===== src/rtl/ccd_timer_pkg.sv =====
`timescale 1ns/1ps
package ccd_timer_pkg;

  localparam int XFER_FLOOR  = 1114;
  localparam int SG_MIN_NS   = 200;
  localparam int RST_MIN_NS  = 60;
  localparam int RST_HOLD_NS = 100;
  localparam int PIX_MIN_NS  = 500;

  typedef enum logic [2:0] {
    ST_IDLE,
    ST_SETUP,
    ST_GATE,
    ST_HOLD,
    ST_READ
  } lineState_t;

  typedef struct packed {
    logic freeze;
    logic sgOn;
    logic readRun;
    logic firstLine;
  } lineStrobe_t;

endpackage


===== src/rtl/ccd_timer_ctrl.sv =====
`timescale 1ns/1ps
module ccd_timer_ctrl
  import ccd_timer_pkg::*;
#(
  parameter int SETUP_CYC = 13,
  parameter int SG_CYC    = 125,
  parameter int HOLD_CYC  = 13,
  parameter int INT_W     = 8,
  parameter int CLK_NS    = 8
) (
  input  logic             clk,
  input  logic             rstN,
  input  logic             lineTrig,
  input  logic [INT_W-1:0] intLines,
  input  logic             lineLast,
  output lineStrobe_t      strb
);

  localparam int SEQ_MAX = (SETUP_CYC > SG_CYC) ?
                           ((SETUP_CYC > HOLD_CYC) ? SETUP_CYC : HOLD_CYC) :
                           ((SG_CYC > HOLD_CYC) ? SG_CYC : HOLD_CYC);
  localparam int CNT_W = $clog2(SEQ_MAX + 1);

  lineState_t       state;
  logic [CNT_W-1:0] seqCnt;
  logic             pending;
  logic             firstLine;
  logic [INT_W-1:0] linesDone;
  logic [INT_W:0]   linesNext;
  logic             startNow;

  assign linesNext = {1'b0, linesDone} + {{INT_W{1'b0}}, 1'b1};
  assign startNow  = lineTrig || pending ||
                     ((intLines != '0) && (linesNext >= {1'b0, intLines}));

  always_ff @(posedge clk or negedge rstN) begin
    if (!rstN) begin
      state     <= ST_IDLE;
      seqCnt    <= '0;
      firstLine <= 1'b0;
      linesDone <= '0;
    end else begin
      unique case (state)
        ST_IDLE: begin
          if (lineTrig) begin
            state  <= ST_SETUP;
            seqCnt <= '0;
          end
        end
        ST_SETUP: begin
          if (seqCnt == CNT_W'(SETUP_CYC - 1)) begin
            state  <= ST_GATE;
            seqCnt <= '0;
          end else seqCnt <= seqCnt + 1'b1;
        end
        ST_GATE: begin
          if (seqCnt == CNT_W'(SG_CYC - 1)) begin
            state  <= ST_HOLD;
            seqCnt <= '0;
          end else seqCnt <= seqCnt + 1'b1;
        end
        ST_HOLD: begin
          if (seqCnt == CNT_W'(HOLD_CYC - 1)) begin
            state     <= ST_READ;
            seqCnt    <= '0;
            firstLine <= 1'b1;
            linesDone <= '0;
          end else seqCnt <= seqCnt + 1'b1;
        end
        ST_READ: begin
          if (lineLast) begin
            firstLine <= 1'b0;
            if (startNow) begin
              state  <= ST_SETUP;
              seqCnt <= '0;
            end else if (linesDone != '1) begin
              linesDone <= linesDone + 1'b1;
            end
          end
        end
        default: state <= ST_IDLE;
      endcase
    end
  end

  // A trigger seen while busy waits for the next line boundary.
  always_ff @(posedge clk or negedge rstN) begin
    if (!rstN) pending <= 1'b0;
    else if (state == ST_READ && lineLast && startNow) pending <= 1'b0;
    else if (lineTrig && state != ST_IDLE) pending <= 1'b1;
  end

  always_comb begin
    strb.freeze    = (state == ST_SETUP) || (state == ST_GATE) || (state == ST_HOLD);
    strb.sgOn      = (state == ST_GATE);
    strb.readRun   = (state == ST_READ);
    strb.firstLine = firstLine;
  end

  // Shift-gate width measured for the nanosecond check.
  logic [15:0] sgRun;
  logic        prevSg;
  always_ff @(posedge clk or negedge rstN) begin
    if (!rstN) begin
      sgRun  <= '0;
      prevSg <= 1'b0;
    end else begin
      prevSg <= strb.sgOn;
      if (strb.sgOn) sgRun <= prevSg ? sgRun + 1'b1 : 16'd1;
    end
  end

  assert_sg_width_R11: assert property (@(posedge clk) disable iff (!rstN)
    (prevSg && !strb.sgOn) |-> (int'(sgRun) * CLK_NS >= SG_MIN_NS));

  assert_line_holdoff_R7: assert property (@(posedge clk) disable iff (!rstN)
    (strb.readRun && !lineLast) |=> strb.readRun);

endmodule


===== src/rtl/ccd_timer_path.sv =====
`timescale 1ns/1ps
module ccd_timer_path
  import ccd_timer_pkg::*;
#(
  parameter int PIX_CYC     = 125,
  parameter int RST_CYC     = 32,
  parameter int MIN_XFER    = 1115,
  parameter int VALID_FIRST = 63,
  parameter int VALID_CNT   = 2160,
  parameter int CLK_NS      = 8
) (
  input  logic        clk,
  input  logic        rstN,
  input  lineStrobe_t strb,
  output logic        lineLast,
  output logic        phi1,
  output logic        phi2,
  output logic        rstPulse,
  output logic        lineActive,
  output logic        pixValid
);

  localparam int LINE_PIX = 2 * MIN_XFER;
  localparam int IDX_W    = $clog2(LINE_PIX);
  localparam int CYC_W    = (PIX_CYC > 2) ? $clog2(PIX_CYC) : 1;
  localparam logic [IDX_W:0] V_LO = (IDX_W + 1)'(VALID_FIRST);
  localparam logic [IDX_W:0] V_HI = (IDX_W + 1)'(VALID_FIRST + VALID_CNT);

  logic [CYC_W-1:0] pixCyc;
  logic [IDX_W-1:0] pixIdx;
  logic             pixEnd;

  assign pixEnd   = (pixCyc == CYC_W'(PIX_CYC - 1));
  assign lineLast = strb.readRun && pixEnd && (pixIdx == IDX_W'(LINE_PIX - 1));

  always_ff @(posedge clk or negedge rstN) begin
    if (!rstN) begin
      pixCyc <= '0;
      pixIdx <= '0;
    end else if (!strb.readRun) begin
      pixCyc <= '0;
      pixIdx <= '0;
    end else if (pixEnd) begin
      pixCyc <= '0;
      pixIdx <= lineLast ? '0 : pixIdx + 1'b1;
    end else begin
      pixCyc <= pixCyc + 1'b1;
    end
  end

  // Phase 1 follows the odd pixels, so it runs at half the pixel rate.
  assign phi1       = strb.readRun ? pixIdx[0]  : 1'b1;
  assign phi2       = strb.readRun ? ~pixIdx[0] : 1'b0;
  assign rstPulse   = strb.readRun && (pixCyc < CYC_W'(RST_CYC));
  assign lineActive = strb.readRun;
  assign pixValid   = strb.readRun && strb.firstLine && pixEnd &&
                      ({1'b0, pixIdx} >= V_LO) && ({1'b0, pixIdx} < V_HI);

  // Run-length and transfer counters feeding the checks below.
  logic [15:0] rstHigh, rstLow, xferCnt;
  logic        prevRst, prevSg, prevFreeze, seenGate;

  always_ff @(posedge clk or negedge rstN) begin
    if (!rstN) begin
      rstHigh    <= '0;
      rstLow     <= '1;
      xferCnt    <= '0;
      prevRst    <= 1'b0;
      prevSg     <= 1'b0;
      prevFreeze <= 1'b0;
      seenGate   <= 1'b0;
    end else begin
      prevRst    <= rstPulse;
      prevSg     <= strb.sgOn;
      prevFreeze <= strb.freeze;
      if (rstPulse) rstHigh <= prevRst ? rstHigh + 1'b1 : 16'd1;
      else if (!prevRst) rstLow <= (rstLow == '1) ? rstLow : rstLow + 1'b1;
      else rstLow <= 16'd1;
      if (strb.sgOn && !prevSg) begin
        xferCnt  <= '0;
        seenGate <= 1'b1;
      end else if (strb.readRun && pixEnd && pixIdx[0] && xferCnt != '1) begin
        xferCnt <= xferCnt + 1'b1;
      end
    end
  end

  assert_phase_complement_R4: assert property (@(posedge clk) disable iff (!rstN)
    1'b1 |-> (phi1 ^ phi2));

  assert_phase_frozen_R3: assert property (@(posedge clk) disable iff (!rstN)
    (strb.freeze && prevFreeze) |-> ($stable(phi1) && $stable(phi2)));

  assert_reset_width_R11: assert property (@(posedge clk) disable iff (!rstN)
    (prevRst && !rstPulse) |-> (int'(rstHigh) * CLK_NS >= RST_MIN_NS));

  assert_reset_hold_R11: assert property (@(posedge clk) disable iff (!rstN)
    (!prevRst && rstPulse) |-> (int'(rstLow) * CLK_NS >= RST_HOLD_NS));

  assert_pixel_rate_R11: assert property (@(posedge clk) disable iff (!rstN)
    (!prevRst && rstPulse && rstHigh != '0) |->
      ((int'(rstLow) + int'(rstHigh)) * CLK_NS >= PIX_MIN_NS));

  assert_reset_in_read_R5: assert property (@(posedge clk) disable iff (!rstN)
    rstPulse |-> strb.readRun);

  assert_xfer_count_R6: assert property (@(posedge clk) disable iff (!rstN)
    (strb.sgOn && !prevSg && seenGate) |-> (int'(xferCnt) > XFER_FLOOR));

endmodule


===== src/rtl/ccd_line_timer.sv =====
`timescale 1ns/1ps
module ccd_line_timer
  import ccd_timer_pkg::*;
#(
  parameter int CLK_NS      = 8,
  parameter int PIX_CYC     = 125,
  parameter int RST_CYC     = 32,
  parameter int SG_CYC      = 125,
  parameter int SETUP_CYC   = 13,
  parameter int HOLD_CYC    = 13,
  parameter int MIN_XFER    = 1115,
  parameter int VALID_FIRST = 63,
  parameter int VALID_CNT   = 2160,
  parameter int INT_W       = 8
) (
  input  logic             clk,
  input  logic             rstN,
  input  logic             lineTrig,
  input  logic [INT_W-1:0] intLines,
  output logic             shiftGate,
  output logic             xferPh1,
  output logic             xferPh2,
  output logic             pixReset,
  output logic             lineActive,
  output logic             pixValid
);

  lineStrobe_t strb;
  logic        lineLast;

  ccd_timer_ctrl #(
    .SETUP_CYC(SETUP_CYC), .SG_CYC(SG_CYC), .HOLD_CYC(HOLD_CYC),
    .INT_W(INT_W), .CLK_NS(CLK_NS)
  ) u_ctrl (
    .clk(clk), .rstN(rstN), .lineTrig(lineTrig), .intLines(intLines),
    .lineLast(lineLast), .strb(strb)
  );

  ccd_timer_path #(
    .PIX_CYC(PIX_CYC), .RST_CYC(RST_CYC), .MIN_XFER(MIN_XFER),
    .VALID_FIRST(VALID_FIRST), .VALID_CNT(VALID_CNT), .CLK_NS(CLK_NS)
  ) u_path (
    .clk(clk), .rstN(rstN), .strb(strb), .lineLast(lineLast),
    .phi1(xferPh1), .phi2(xferPh2), .rstPulse(pixReset),
    .lineActive(lineActive), .pixValid(pixValid)
  );

  assign shiftGate = strb.sgOn;

endmodule


===== config.mk =====
export PLATFORM = sky130hd
export DESIGN_NAME = ccd_line_timer
export DESIGN_NICKNAME = d
export VERILOG_FILES = /design/src/rtl/ccd_timer_pkg.sv /design/src/rtl/ccd_timer_ctrl.sv /design/src/rtl/ccd_timer_path.sv /design/src/rtl/ccd_line_timer.sv
export SDC_FILE = /design/constraint.sdc
export NUM_CORES = 1
export LEC_CHECK = 0
export BUFFER_PORTS_ARGS = -buffer_cell sky130_fd_sc_hd__buf_2
export CAP_MARGIN = 20
export CORE_UTILIZATION = 65
export CTS_CLUSTER_SIZE = 24
export DETAILED_ROUTE_END_ITERATION = 10
export GPL_TIMING_DRIVEN = 0
export PLACE_DENSITY_LB_ADDON = 0.08
export SYNTH_ARGS = -nofsm -noshare
export SYNTH_HDL_FRONTEND = slang
export SYNTH_SLANG_ARGS = --single-unit
export TNS_END_PERCENT = 100

===== constraint.sdc =====
create_clock -name clk -period 7.55 [get_ports clk]
set_input_delay 0.755 -clock clk [delete_from_list [all_inputs] [get_ports clk]]
set_output_delay 0.755 -clock clk [all_outputs]
set_load 0.005 [all_outputs]

==> results.py <==
metrics = {
    "clock_tree": {
        "cts_resized": 0,
        "cts-root-buf": "clkbuf_8",
        "cts_sinks": 39,
        "hold_buffers": 0,
        "cts_tree": "done",
        "clk_pin_slew_ns": 0.08,
        "cts_max_level": 2,
        "clock_latency_ns": 0.30,
        "numCtsBuffers": 5,
        "clockBufferDepth": 2,
        "post_cts_buffers": 0,
    },
    "finish": {
        "fillers": 257,
        "multiInputGateArea_sq_mm": 0.001319,
        "fin_nets": 310,
        "finalCoreUtilization_pct": 76.59,
        "ff_latch_area_sq_um": 975.9,
        "antenna_cells": 0,
        "area_delta_synth_final_pct": 9.854,
        "drive_gt1_share_pct": 13.33,
    },
    "setup_path": {
        "critPathRequiredTime_ns": 7.78,
        "cp_max_fo": 5,
        "endpoint_kind": "register",
        "path_class": "reg2reg",
        "cp-start-kind": "register",
        "critPathArrivalTime_ns": 3.45,
    },
    "worst_hold_path": {
        "min_path_type": "reg2reg",
    },
    "flow_run": {
        "drv_cap": 0,
    },
    "power_and_ir_drop": {
        "p_leak_uw": 0.001291,
        "vdd_drop_max_mv": 0.1503,
        "powerDensity_mw_per_mm2": 236.0,
    },
    "floorplanning": {
        "ioPinCount": 17,
        "start_util_pct": 69.72,
        "fp.dieW_um": 62.76,
        "die_area_sq_mm": 0.003939,
        "die_h_um": 62.76,
        "core_sq_mm": 0.003442,
        "num_rows": 21,
    },
    "placed_design": {
        "numPortBuffers": 16,
        "pre_cts_ws_ns": 4.375,
        "gpl.final_weighted_congestion": 0.8177,
        "hpwl_um": 3412,
    },
    "sta": {
        "fin_crit_sh_pct": 42.63,
        "finalSetupViolCount": 0,
        "period_needed_ns": 3.218,
        "tightest_slew_ns": 0.8769,
        "holdWs_ns": 0.5195,
        "final_hold_viol_count": 0,
        "skew_ns": 0.004778,
        "drv_slew": 0,
        "rsz0062_at_grt": "no",
        "tns_ns": 0,
        "layout_setup_ws_ns": 4.332,
        "timing.slew.headroom_pct": 41.54,
        "max_freq_mhz": 310.7,
    },
    "logic_synthesis": {
        "ys_ff_latch": 39,
        "yosysMostFrequentCell": "dfrtp_1",
        "synth_top_area_cell": "dfrtp_1",
        "netlist.area_leader.share_pct": 40.67,
        "yosysUniqueCellTypes": 47,
        "async_flop_share_pct": 100.0,
        "syn-cell-area_sq_mm": 0.002400,
        "syn_inst": 261,
        "netlist_top_cells_area": "dfrtp_1 41%, ha_1 7.8%, xor2_1 5.5%",
        "syn-num-nets": 287,
        "ys_seq_area_share_pct": 40.67,
        "synth-edff-count": 0,
        "yosysWarnings": 0,
        "ys.flop_type": "dfrtp_1",
        "syn_avg_cell_area_sq_um": 9.195,
        "synth_top_cells_by_count": "39 x dfrtp_1, 25 x nand2_1, 23 x nor2_1",
    },
    "grt": {
        "grt_pass1_vias": 1854,
        "grt_antenna_before_repair": 0,
        "gr-usage-all-layers_pct": 26.56,
        "grt-ovfl-total": 0,
        "grt_first_pass_wirelength_um": 8148,
        "grt_max_degree": 40,
    },
    "routing": {
        "drc": 0,
        "final_antenna_net_count": 0,
        "dr.pass1.iters": 4,
        "routed_wl_um": 4675,
        "drt_iter0_markers": 85,
        "vias": 1953,
        "vias_per_cell": 5.900,
        "wl_per_cell_um": 14.12,
    },
    "status": {
        "status": "finished clean",
    },
}
-- layer usage --
layer  vias up  share of wire, %  GRT usage [%]
met5         -                 0              0
met4         0               1.5          11.34
met3         7               4.4          4.562
met2        48                47          41.17
met1       937                47          36.80
li1        961                 -              -
-- logic make-up after synthesis --
family	share of synthesized area, %
AOI/OAI and AO/OA	14.08
xor gates and xnor gates	6.934
adders and majority gates	7.821
buffers and inverters	4.380
DFF	40.67
muxes	0.8342
and+or+nand+nor	25.29
-- layout by cell type (no fill, tap or decap), types with 2 or more instances in the layout --
cell       n
a21o_1     5
dfrtp_1   39
nand4_1    2
nand3_1   18
a31oi_1    4
o21ai_1   13
clkbuf_1   3
and2_1     5
o21a_1     3
and3_1    11
nor4_1     3
mux2i_1    2
nand2b_1   5
inv_1     19
a21oi_1    4
o32ai_1    3
nor2_1    23
nor2b_1    4
a221oi_1   2
a221o_1    2
xor2_1    15
xnor2_1    4
clkbuf_8   6
ha_1      15
nand2_1   25
buf_2     16
o21ai_0    4
or2_2      4
nor3_1     4
-- state kept, by name (all words and copies together) (netlist names) --
signal	count
u_path.pixIdx	12
u_ctrl.linesDone	8
u_ctrl.seqCnt	7
u_path.pixCyc	7
u_ctrl.state	3
u_ctrl.firstLine	1
u_ctrl.pending	1
-- metrics by stage --
step / power, uW / cells / area [sq um]
CTS: 623.8 / 331 / 2636
floorplan: 418.2 / 261 / 2400
global route: 667.2 / 331 / 2636
global placement: 461.4 / 323 / 2537
detailed placement: 471.5 / 323 / 2537
finish: 622.1 / 331 / 2636
-- worst paths after layout --
path                                      from               end  slack, ns  cells past startpoint
setup / recovery           u_ctrl.linesDone[0]   u_ctrl.state[2]       4.33                     12
hold / removal                u_ctrl.firstLine  u_ctrl.firstLine       0.52                      1
setup reg to reg           u_ctrl.linesDone[0]   u_ctrl.state[2]       4.33                     12
hold reg to reg               u_ctrl.firstLine  u_ctrl.firstLine       0.52                      1
max in group asynchronous                 rstN  u_ctrl.seqCnt[1]       6.44                      1
min in group asynchronous                 rstN  u_path.pixIdx[8]       0.57                      1
-- final cells by class --
class                           count  area share [%]
Tap cell                           46           2.183
Clock inverter                      2          0.6170
Clock buffer                        6           3.132
Inverter                           20           2.848
Sequential cell                    39           37.02
Timing Repair Buffer               16           3.037
Multi-Input combinational cell    197           50.02
Buffer                              5           1.139
-- worst max-delay path: stages, from the launching register on --
cell and delay, ns:
dfrtp_1 0.42, ha_1 0.21, nand3_1 0.16, nor2_1 0.18, nor2_1 0.07, or2_2 0.30
ha_1 0.29, a21o_1 0.16, a221oi_1 0.28, o21ai_0 0.23, o32ai_1 0.44, or3b_1 0.23
mux2i_1 0.18
-- power breakdown --
group | internal (uW) | switching, uW | total [uW]
Sequential | 239 | 30.8 | 270
Combinational | 84.7 | 114 | 199
Clock | 74.6 | 79.1 | 154
(Power assumes the default switching activity.)
